==> src/rtl/hop_q_pkg.sv <==
package hop_q_pkg;

  typedef enum logic [1:0] {
    ST_IDLE    = 2'd0,
    ST_PREVIEW = 2'd1,
    ST_DWELL   = 2'd2
  } hop_state_e;

  // Channel found at queue position idx in the starting order
  function automatic int perm_entry(int idx, int n, int stride, int ofs);
    return (ofs + stride * idx) % n;
  endfunction

endpackage

==> src/rtl/hop_order_rom.sv <==
module hop_order_rom #(
  parameter int NUM_CH = 79,
  parameter int STRIDE = 29,
  parameter int OFFSET = 2,
  localparam int CH_W  = $clog2(NUM_CH),
  localparam int PTR_W = $clog2(NUM_CH)
) (
  input  logic [PTR_W-1:0] idx,
  output logic [CH_W-1:0]  ch
);

  logic [CH_W-1:0] tbl [NUM_CH];

  for (genvar g = 0; g < NUM_CH; g++) begin : g_ent
    assign tbl[g] = CH_W'(hop_q_pkg::perm_entry(g, NUM_CH, STRIDE, OFFSET));
  end

  assign ch = (int'(idx) < NUM_CH) ? tbl[idx] : '0;

endmodule

==> src/rtl/hop_ring_ptr.sv <==
module hop_ring_ptr #(
  parameter int NUM_CH = 79,
  localparam int PTR_W = $clog2(NUM_CH),
  localparam logic [PTR_W-1:0] LAST = PTR_W'(NUM_CH - 1)
) (
  input  logic             clk,
  input  logic             rst,
  input  logic             adv,
  output logic [PTR_W-1:0] ptr
);

  always_ff @(posedge clk) begin
    if (rst)        ptr <= '0;
    else if (adv)   ptr <= (ptr == LAST) ? '0 : ptr + 1'b1;
  end

endmodule

==> src/rtl/hop_dwell_timer.sv <==
module hop_dwell_timer #(
  parameter int DWELL_CYC = 8,
  localparam int CNT_W = (DWELL_CYC > 1) ? $clog2(DWELL_CYC) : 1,
  localparam logic [CNT_W-1:0] LOAD_V = CNT_W'(DWELL_CYC - 1)
) (
  input  logic clk,
  input  logic rst,
  input  logic load,
  output logic done
);

  logic [CNT_W-1:0] cnt;

  always_ff @(posedge clk) begin
    if (rst)               cnt <= '0;
    else if (load)         cnt <= LOAD_V;
    else if (cnt != '0)    cnt <= cnt - 1'b1;
  end

  assign done = (cnt == '0);

endmodule

==> src/rtl/hop_chan_queue.sv <==
module hop_chan_queue #(
  parameter int NUM_CH      = 79,
  parameter int DWELL_CYC   = 8,
  parameter int PERM_STRIDE = 29,
  parameter int PERM_OFFSET = 2,
  localparam int CH_W  = $clog2(NUM_CH),
  localparam int PTR_W = $clog2(NUM_CH),
  localparam int REJ_W = $clog2(NUM_CH + 1)
) (
  input  logic            clk,
  input  logic            rst,
  input  logic            hop_req,
  output logic            prv_valid,
  output logic [CH_W-1:0] prv_ch,
  input  logic            asmt_valid,
  input  logic            asmt_noisy,
  output logic            tx_valid,
  output logic [CH_W-1:0] tx_ch,
  output logic            no_clear
);
  import hop_q_pkg::*;

  hop_state_e       state, state_nx;
  logic [PTR_W-1:0] head;
  logic [CH_W-1:0]  head_ch;
  logic [REJ_W-1:0] rej_cnt;
  logic             dwell_done;
  logic             start, accept, take_clear, take_noisy, last_reject, dwell_end, adv;

  hop_order_rom #(
    .NUM_CH (NUM_CH),
    .STRIDE (PERM_STRIDE),
    .OFFSET (PERM_OFFSET)
  ) order_i (
    .idx (head),
    .ch  (head_ch)
  );

  hop_ring_ptr #(
    .NUM_CH (NUM_CH)
  ) ring_i (
    .clk (clk),
    .rst (rst),
    .adv (adv),
    .ptr (head)
  );

  hop_dwell_timer #(
    .DWELL_CYC (DWELL_CYC)
  ) timer_i (
    .clk  (clk),
    .rst  (rst),
    .load (take_clear),
    .done (dwell_done)
  );

  assign start       = (state == ST_IDLE) && hop_req;
  assign accept      = (state == ST_PREVIEW) && asmt_valid;
  assign take_clear  = accept && !asmt_noisy;
  assign take_noisy  = accept && asmt_noisy;
  assign last_reject = take_noisy && (rej_cnt == REJ_W'(NUM_CH - 1));
  assign dwell_end   = (state == ST_DWELL) && dwell_done;
  assign adv         = take_noisy || dwell_end;

  always_comb begin
    state_nx = state;
    unique case (state)
      ST_IDLE:    if (hop_req) state_nx = ST_PREVIEW;
      ST_PREVIEW: begin
        if (take_clear)       state_nx = ST_DWELL;
        else if (last_reject) state_nx = ST_IDLE;
      end
      ST_DWELL:   if (dwell_done) state_nx = ST_PREVIEW;
      default:    state_nx = ST_IDLE;
    endcase
  end

  always_ff @(posedge clk) begin
    if (rst) begin
      state    <= ST_IDLE;
      rej_cnt  <= '0;
      no_clear <= 1'b0;
      tx_ch    <= '0;
    end else begin
      state <= state_nx;
      if (start || take_clear) rej_cnt <= '0;
      else if (take_noisy)     rej_cnt <= rej_cnt + 1'b1;
      if (last_reject)         no_clear <= 1'b1;
      else if (start)          no_clear <= 1'b0;
      if (take_clear)          tx_ch <= head_ch;
    end
  end

  assign prv_valid = (state == ST_PREVIEW);
  assign prv_ch    = head_ch;
  assign tx_valid  = (state == ST_DWELL);

endmodule

==> config.mk <==
export PLATFORM = sky130hd
export DESIGN_NAME = hop_chan_queue
export DESIGN_NICKNAME = d
export VERILOG_FILES = /design/src/rtl/hop_q_pkg.sv /design/src/rtl/hop_order_rom.sv /design/src/rtl/hop_ring_ptr.sv /design/src/rtl/hop_dwell_timer.sv /design/src/rtl/hop_chan_queue.sv
export SDC_FILE = /design/constraint.sdc
export NUM_CORES = 1
export LEC_CHECK = 0
export BUFFER_PORTS_ARGS = -buffer_cell sky130_fd_sc_hd__buf_2
export CAP_MARGIN = 20
export CORE_ASPECT_RATIO = 1.1
export CORE_MARGIN = 5
export CORE_UTILIZATION = 58
export CTS_BUF_LIST = sky130_fd_sc_hd__clkbuf_2
export CTS_CLUSTER_DIAMETER = 30
export DETAILED_ROUTE_END_ITERATION = 12
export PLACE_DENSITY = 0.89
export SLEW_MARGIN = 20
export SYNTH_ARGS = -nofsm -noshare
export SYNTH_HDL_FRONTEND = slang
export SYNTH_SLANG_ARGS = --single-unit
export TNS_END_PERCENT = 5
==> constraint.sdc <==
create_clock -name clk -period 5.8 [get_ports clk]
set_clock_uncertainty 0.05 [all_clocks]
set_input_delay 0.29 -clock clk [delete_from_list [all_inputs] [get_ports clk]]
set_output_delay 0.29 -clock clk [all_outputs]
set_load 0.005 [all_outputs]
==> results.sh, run 1 <==
export IMPL_syn_inst=291
export IMPL_holdPathStages=2
export IMPL_grt_max_degree=47
export IMPL_ys_warnings_count=0
export IMPL_initial_core_util=0.608
export IMPL_fmax_mhz=292
export IMPL_core_area_um2=3710
export IMPL_async_flop_share=0
export IMPL_grt_pass1_wl_mm=9.46
export IMPL_r2r_cells=7
export IMPL_ys_ff_latch=27
export IMPL_io_buffers=21
export IMPL_first_pass_iters=5
export IMPL_maxSlewViolCount=0
export IMPL_slowest_stage="dfxtp_1"
export IMPL_syn_to_final_growth_pct=4.32
export IMPL_whs_endpoint="state[0]$_SDFFE_PP0P_"
export IMPL_timing_rr_end="tx_ch[2]$_SDFFE_PP0P_"
export IMPL_synth_edf_count=0
export IMPL_grt_overflow=0
export IMPL_setup_viol=0
export IMPL_path_buf_inv=2
export IMPL_cts_num_sinks=27
export IMPL_cts_root_buf="clkbuf_2"
export IMPL_cts_tree="built"
export IMPL_p_per_area_nw_per_um2=170
export IMPL_worstSetupPathType="reg -> out"
export IMPL_final_common_cell="nor2_1"
export IMPL_crit_arrival_ps=3080
export IMPL_cellLeakagePower_nw=0.908
export IMPL_tightest_slew_ps=1040
export IMPL_r2r_slack_ps=2980
export IMPL_worstReg2RegStart="ring_i.ptr[1]$_SDFFE_PP0P_"
export IMPL_synth_ff_type="dfxtp_1"
export IMPL_syn_area_per_cell_um2=7.76
export IMPL_timing_setup_tns_ps=0
export IMPL_hold_violations=0
export IMPL_drv_cap=0
export IMPL_post_cts_buffers=0
export IMPL_insertion_delay_ps=360
export IMPL_grt_pass1_vias=2013
export IMPL_place_gp_congestion=1.05
export IMPL_worstSetupEndpointType="output port"
export IMPL_yosysSeqAreaShare=0.239
export IMPL_vdd_ir_drop_max_v=0.0000862
export IMPL_placementRows=23
export IMPL_io_pins=22
export IMPL_slowest_delay_ps=690
export IMPL_wl_per_cell_um=16.1
export IMPL_final_nets=314
export IMPL_critPathLaunchType="flip-flop"
export IMPL_cts_made_buffers=3
export IMPL_wl_mm=5.59
export IMPL_antenna_cells=0
export IMPL_rsz0062_at_grt="no"
export IMPL_final_cell_mix="nor2_1, dfxtp_1, nand2_1, buf_2"
export IMPL_path_cells="inv_1 > ha_1 > and2_4 > or2_0 > mux4_2 > a211oi_2 > buf_2"
export IMPL_min_from="rst"
export IMPL_fin_crit_ps=3420
export IMPL_path_delay_family="flip-flops"
export IMPL_ant_nets=0
export IMPL_ctsHtreeMaxLevel=1
export IMPL_cts_path_max_buffers=2
export IMPL_synthesis_area_um2=2260
export IMPL_crit_fanout=15
export IMPL_antenna_found_initial=0
export IMPL_status="completed"
export IMPL_startpoint="ring_i.ptr[1]$_SDFFE_PP0P_"
export IMPL_track_usage=0.218
export IMPL_fp_dieW_um=69.5
export IMPL_syn_nets=308
export IMPL_maxSlewHeadroom=0.303
export IMPL_cts_resized=0
export IMPL_vias=2202
export IMPL_dp_hpwl_mm=4.01
export IMPL_cp_data_required_time_ps=5460
export IMPL_drt_vias_per_instance=6.36
export IMPL_die_h_um=75.4
export IMPL_finalCritPeriodShare=0.590
export IMPL_drc=0
export IMPL_synth_distinct_cells=57
export IMPL_clk_pin_slew_ps=250
export IMPL_hold_buffers=0
export IMPL_die_area_um2=5240
export IMPL_drive_above_1_share=0.111
export IMPL_finalPower_uw=401
export IMPL_drtIter0Drc=292
export IMPL_hp_class="in -> reg"
-- report_power, final --
part           internal [mW]  switching, mW  leakage (nW)
Combinational         0.0525         0.0659         0.676
Clock                 0.0160         0.0581        0.0126
Sequential             0.199        0.00950         0.219
-- cells in the mapped netlist (9+ instances only) --
| cell type | n | area [um2] |
|---|---|---|
| a21oi_1 | 15 | 75.1 |
| buf_2 | 11 | 55.1 |
| clkbuf_1 | 9 | 33.8 |
| dfxtp_1 | 27 | 541 |
| ha_1 | 12 | 150 |
| inv_1 | 9 | 33.8 |
| nand2_1 | 26 | 97.6 |
| nand2b_1 | 15 | 93.8 |
| nor2_1 | 34 | 128 |
| nor2b_1 | 10 | 62.6 |
| o21ai_0 | 9 | 45.0 |
| xnor2_1 | 10 | 87.6 |
-- registers in the layout (all words and copies together), names as in the netlist --
signal	cells
no_clear	1
ring_i.ptr	7
rej_cnt	7
timer_i.cnt	3
state	2
tx_ch	7
-- cells by family (layout without fill, tap and decap cells) --
kind of cell	count (synthesis)	in the layout	share of synthesized area
multiplexers	8	8	0.0416
AND/OR/NAND/NOR	116	116	0.261
XOR/XNOR	14	14	0.0543
AO/OA/AOI/OAI	82	82	0.273
buffers and inverters	32	37	0.0643
flip-flops	27	27	0.239
adder cells (fa/ha/maj)	12	12	0.0665
-- layout make-up --
type	count	area (um2)
multi-input combinational	232	1570
fill	309	1360
sequential	27	541
timing repair buffer	23	120
tap	50	62.6
inverter	10	37.5
clock buffer	3	15.0
clock inverter	1	7.51
-- worst max path at each step --
stage / end / slack (ps) / cells after the start
4_1_cts: prv_ch[2] / 2390 / 7
3_3_place_gp: prv_ch[2] / 2990 / 7
5_1_grt: prv_ch[2] / 2160 / 7
2_1_floorplan: prv_ch[2] / 3270 / 8
3_5_place_dp: prv_ch[2] / 2870 / 7
6_report: prv_ch[2] / 2380 / 7
-- layer usage --
metal  wire (um)  track usage
met2        2490        0.334
met1        2520        0.295
met4         126       0.0889
met3         449       0.0567
met5           0            0
-- per-stage QoR --
stage / cells / util / instance area (um2) / hold WS, ps / worst slack, ps
after floorplan: 291 / - / 2260 / 398 / 3270
after global placement: 342 / 0.629 / 2330 / 395 / 2990
after detailed placement: 342 / 0.629 / 2330 / 407 / 2870
after CTS: 346 / 0.635 / 2360 / 92.5 / 2390
after global routing: 346 / 0.635 / 2360 / 95.6 / 2160
final: 346 / 0.635 / 2360 / 110 / 2380
Note: power is estimated with default switching activity, not from simulation.
==> run 2: changes to the inputs <==
==> constraint.sdc (replaced) <==
create_clock -name clk -period 3.3 [get_ports clk]
set_clock_uncertainty 0.05 [all_clocks]
set_input_delay 0.165 -clock clk [delete_from_list [all_inputs] [get_ports clk]]
set_output_delay 0.165 -clock clk [all_outputs]
set_load 0.005 [all_outputs]
==> run 2 against run 1 <==
  * Critical path depth unchanged
  * Clock power up 81%
  * Utilization up 1.2 points
  * Register-to-register slack worse by 2300 ps
  * Combinational power up 86%
  * Non-clock buffer count up 5
  * Largest power group unchanged
==> results.sh, run 2 (same netlist as run 1, synthesis figures left out) <==
export IMPL_vias=2244
export IMPL_crit_fanout=15
export IMPL_r2r_cells=7
export IMPL_cts_num_sinks=27
export IMPL_top_regs="rej_cnt x7, ring_i.ptr x7, tx_ch x7"
export IMPL_register_area_um2=543
export IMPL_fmax_mhz=321
export IMPL_tightest_slew_ps=946
export IMPL_cts_tree="built"
export IMPL_drv_cap=0
export IMPL_fillers=324
export IMPL_grt_max_degree=32
export IMPL_initial_core_util=0.608
export IMPL_syn_to_final_growth_pct=6.32
export IMPL_final_nets=319
export IMPL_r2r_slack_ps=690
export IMPL_startpoint="ring_i.ptr[1]$_SDFFE_PP0P_"
export IMPL_io_pins=22
export IMPL_clk_pin_slew_ps=280
export IMPL_drt_vias_per_instance=6.39
export IMPL_io_buffers=21
export IMPL_worstReg2RegStart="ring_i.ptr[1]$_SDFFE_PP0P_"
export IMPL_cts_path_max_buffers=2
export IMPL_grt_pass1_wl_mm=10.1
export IMPL_cp_data_required_time_ps=3080
export IMPL_hp_class="in -> reg"
export IMPL_finalPower_uw=722
export IMPL_cts_made_buffers=3
export IMPL_timing_setup_tns_ps=0
export IMPL_finalCritPeriodShare=0.944
export IMPL_crit_path_end="prv_ch[2]"
export IMPL_final_cell_mix="nor2_1, nand2_1, dfxtp_1, buf_2"
export IMPL_wl_mm=6.11
export IMPL_grt_overflow=0
export IMPL_placementRows=23
export IMPL_pre_cts_slack_ps=456
export IMPL_critPathLaunchType="flip-flop"
export IMPL_die_area_um2=5240
export IMPL_post_cts_buffers=0
export IMPL_insertion_delay_ps=390
export IMPL_cts_root_buf="clkbuf_2"
export IMPL_worstSetupEndpointType="output port"
export IMPL_antenna_cells=0
export IMPL_drc=0
export IMPL_worstSetupPathType="reg -> out"
export IMPL_setup_viol=0
export IMPL_place_gp_congestion=0.995
export IMPL_grt_pass1_vias=2118
export IMPL_timing_rr_end="tx_ch[2]$_SDFFE_PP0P_"
export IMPL_p_per_area_nw_per_um2=301
export IMPL_hold_violations=0
export IMPL_drtIter0Drc=317
export IMPL_multiInputGateArea_um2=1570
export IMPL_final_common_cell="nor2_1"
export IMPL_fp_dieW_um=69.5
export IMPL_crit_arrival_ps=2900
export IMPL_ant_nets=0
export IMPL_cellLeakagePower_nw=0.933
export IMPL_dp_hpwl_mm=4.40
export IMPL_core_area_um2=3710
export IMPL_maxSlewHeadroom=0.369
export IMPL_vdd_ir_drop_max_v=0.000172
export IMPL_antenna_found_initial=0
export IMPL_drive_above_1_share=0.126
export IMPL_rsz0062_at_grt="no"
export IMPL_maxSlewViolCount=0
export IMPL_status="completed"
export IMPL_setup_slack_ps=184
export IMPL_fin_crit_ps=3120
export IMPL_ctsHtreeMaxLevel=1
export IMPL_die_h_um=75.4
export IMPL_track_usage=0.236
export IMPL_wl_per_cell_um=17.4
export IMPL_first_pass_iters=5
## run 2: layout make-up
cell class / count / share of cell area
Clock inverter: 1 / 0.00313
Timing Repair Buffer: 28 / 0.0677
Sequential cell: 27 / 0.226
Tap cell: 50 / 0.0261
Clock buffer: 3 / 0.00625
Multi-Input combinational cell: 232 / 0.655
Inverter: 10 / 0.0156
## run 2: through the flow
step / utilization / instances / instance area [um2] / hold slack (ps)
after global routing: 0.647 / 351 / 2400 / 61.5
after global placement: 0.635 / 345 / 2360 / 387
final: 0.647 / 351 / 2400 / 92.8
after floorplan: - / 291 / 2260 / 313
after CTS: 0.644 / 350 / 2390 / 3.40
after detailed placement: 0.635 / 345 / 2360 / 397
## run 2: worst min path at each step
stage               start                           to  slack [ps]  depth (start not counted)
2_1_floorplan     hop_req        no_clear$_SDFFE_PP0P_         310                          3
3_3_place_gp          rst        no_clear$_SDFFE_PP0P_         390                          2
3_5_place_dp          rst        state[0]$_SDFFE_PP0P_         400                          2
4_1_cts           hop_req        no_clear$_SDFFE_PP0P_           3                          4
5_1_grt        asmt_valid        state[0]$_SDFFE_PP0P_          60                          3
6_report       asmt_noisy  timer_i.cnt[0]$_SDFFE_PP0P_          90                          3
## run 2: worst max-delay path, stage by stage, from the launching register on
cell and delay [ps]:
dfxtp_2 560, inv_1 190, ha_1 450, and2_4 230, or2_0 220, mux4_2 470, a211oi_2 260, buf_2 150
## run 2: what timing repair did
item,CTS,global route
endpoints found under the hold margin,3,1
hold buffers,1,1
resized for setup,1,1
setup endpoints to repair,1,1
## run 2: routing by layer
layer  track usage  vias to the layer above  wire (um)
met3        0.0317                        8        520
met2         0.395                      113       2810
met1         0.316                     1046       2680
li1              -                     1077          -
met4        0.0889                        0         97
met5             0                        -          0
## run 2: power by group
| part | switching, mW | internal (mW) | total [mW] |
|---|---|---|---|
| clock network | 0.106 | 0.0281 | 0.134 |
| registers | 0.0193 | 0.350 | 0.370 |
| logic | 0.124 | 0.0952 | 0.219 |
==> run 3: changes to the inputs <==
--- a/config.mk
+++ b/config.mk
@@ -9,11 +9,11 @@
 export CAP_MARGIN = 20
 export CORE_ASPECT_RATIO = 1.1
 export CORE_MARGIN = 5
-export CORE_UTILIZATION = 58
+export CORE_UTILIZATION = 60
 export CTS_BUF_LIST = sky130_fd_sc_hd__clkbuf_2
 export CTS_CLUSTER_DIAMETER = 30
 export DETAILED_ROUTE_END_ITERATION = 12
-export PLACE_DENSITY = 0.89
+export PLACE_DENSITY = 0.92
 export SLEW_MARGIN = 20
 export SYNTH_ARGS = -nofsm -noshare
 export SYNTH_HDL_FRONTEND = slang
==> run 3 against run 2 <==
  * Fmax barely moved
  * Utilization up 1.0 points
  * Wire length is 1.2% lower
  * Count of clock-buffer cells in the layout unchanged
  * Critical endpoint unchanged
  * First-iteration DRC count increased by 18%
  * Cell count did not move
  * Combinational power is essentially flat
  * Register-to-register slack about the same
  * Critical path type unchanged
  * Largest power group unchanged
  * Largest cell class unchanged
  * Via count rose by 1.6%
==> results.sh, run 3 (same netlist as run 1, synthesis figures left out) <==
export IMPL_place_gp_congestion=0.927
export IMPL_io_pins=22
export IMPL_path_cells="inv_1 > ha_1 > and2_4 > or2_0 > mux4_2 > a211oi_2 > buf_2"
export IMPL_fp_dieW_um=68.5
export IMPL_antenna_cells=0
export IMPL_slowest_stage="dfxtp_2"
export IMPL_crit_fanout=15
export IMPL_ctsHtreeMaxLevel=1
export IMPL_cts_tree="built"
export IMPL_maxSlewHeadroom=0.281
export IMPL_grt_pass1_wl_mm=9.72
export IMPL_dp_hpwl_mm=4.33
export IMPL_cellLeakagePower_nw=0.936
export IMPL_die_area_um2=5090
export IMPL_grt_overflow=0
export IMPL_wl_mm=6.04
export IMPL_track_usage=0.247
export IMPL_syn_to_final_growth_pct=6.32
export IMPL_cts_num_sinks=27
export IMPL_vias=2279
export IMPL_status="completed"
export IMPL_drv_cap=0
export IMPL_drt_vias_per_instance=6.49
export IMPL_ant_nets=0
export IMPL_fillers=311
export IMPL_drtIter0Drc=374
export IMPL_post_cts_buffers=0
export IMPL_wl_per_cell_um=17.2
export IMPL_final_common_cell="nor2_1"
export IMPL_worstSetupEndpointType="output port"
export IMPL_insertion_delay_ps=390
export IMPL_cts_made_buffers=3
export IMPL_grt_max_degree=35
export IMPL_antenna_found_initial=0
export IMPL_drc=0
export IMPL_crit_arrival_ps=2900
export IMPL_clk_pin_slew_ps=270
export IMPL_cp_data_required_time_ps=3080
export IMPL_die_h_um=74.3
export IMPL_critPathLaunchType="flip-flop"
export IMPL_initial_core_util=0.618
export IMPL_cts_root_buf="clkbuf_2"
export IMPL_placementRows=23
export IMPL_worstSetupPathType="reg -> out"
export IMPL_maxSlewViolCount=0
export IMPL_hold_violations=0
export IMPL_slowest_delay_ps=550
export IMPL_pre_cts_slack_ps=499
export IMPL_final_cell_mix="nor2_1, nand2_1, dfxtp_1, buf_2"
export IMPL_cts_path_max_buffers=2
export IMPL_timing_setup_tns_ps=0
export IMPL_rsz0062_at_grt="no"
export IMPL_first_pass_iters=6
export IMPL_core_area_um2=3650
export IMPL_setup_viol=0
export IMPL_drive_above_1_share=0.126
export IMPL_path_buf_inv=2
export IMPL_path_delay_family="flip-flops"
export IMPL_vdd_ir_drop_max_v=0.000160
export IMPL_io_buffers=21
export IMPL_final_nets=319
export IMPL_setup_slack_ps=181
export IMPL_finalCritPeriodShare=0.945
export IMPL_fmax_mhz=321
export IMPL_hp_class="in -> reg"
export IMPL_grt_pass1_vias=2042
export IMPL_p_per_area_nw_per_um2=300
export IMPL_top_regs="rej_cnt x7, ring_i.ptr x7, tx_ch x7"
export IMPL_fin_crit_ps=3120
export IMPL_tightest_slew_ps=1080
run 3: cell counts in the layout (fill, tap and decap cells not counted):
No cell type changed its count.
run 3: final timing paths:
| check | from | to | cells past startpoint | slack, ps |
|---|---|---|---|---|
| worst min-delay path | asmt_valid | state[0]$_SDFFE_PP0P_ | 3 | 60 |
| worst min register to register | tx_ch[0]$_SDFFE_PP0P_ | tx_ch[0]$_SDFFE_PP0P_ | 1 | 460 |
| worst max register to register | ring_i.ptr[1]$_SDFFE_PP0P_ | tx_ch[2]$_SDFFE_PP0P_ | 7 | 690 |
| worst max-delay path | ring_i.ptr[1]$_SDFFE_PP0P_ | prv_ch[2] | 7 | 180 |
run 3: worst min-delay path: cells and delay by family:
family / cells / cell delay, ps
compound gates: 2 / 220
buf+inv: 1 / 110
run 3: repair_timing:
item	in CTS	in global routing
resized for setup	0	2
endpoints found under the setup margin	0	3
endpoints found under the hold margin	2	0
hold buffers	2	0
run 3: through the flow:
| stage | cells | hold WS, ps | utilization | total power [mW] | area (um2) |
|---|---|---|---|---|---|
| 2_1_floorplan | 291 | 313 | - | 0.535 | 2260 |
| 3_3_place_gp | 345 | 387 | 0.645 | 0.577 | 2360 |
| 3_5_place_dp | 345 | 391 | 0.645 | 0.586 | 2360 |
| 4_1_cts | 351 | 52.8 | 0.656 | 0.721 | 2400 |
| 5_1_grt | 351 | 66.1 | 0.657 | 0.766 | 2400 |
| 6_report | 351 | 58.0 | 0.657 | 0.720 | 2400 |
run 3: per-layer routing:
layer  vias up  GRT usage  wire [um]
li1       1085          -          -
met1      1059      0.340       2650
met2       119      0.387       2720
met3        16     0.0453        537
met4         0     0.0817        134
met5         -          0          0
run 3: layout make-up:
| type | count | area [um2] | share of cell area |
|---|---|---|---|
| Timing Repair Buffer | 28 | 163 | 0.0677 |
| Clock buffer | 3 | 15.0 | 0.00625 |
| Multi-Input combinational cell | 232 | 1570 | 0.655 |
| Sequential cell | 27 | 543 | 0.226 |
| Clock inverter | 1 | 7.51 | 0.00313 |
| Inverter | 10 | 37.5 | 0.0156 |
| Tap cell | 50 | 62.6 | 0.0261 |
run 3: power breakdown:
part | switching, mW | internal (mW) | leakage (nW) | total (mW)
Combinational | 0.121 | 0.0948 | 0.704 | 0.216
Clock | 0.108 | 0.0280 | 0.0126 | 0.136
Sequential | 0.0176 | 0.350 | 0.220 | 0.368
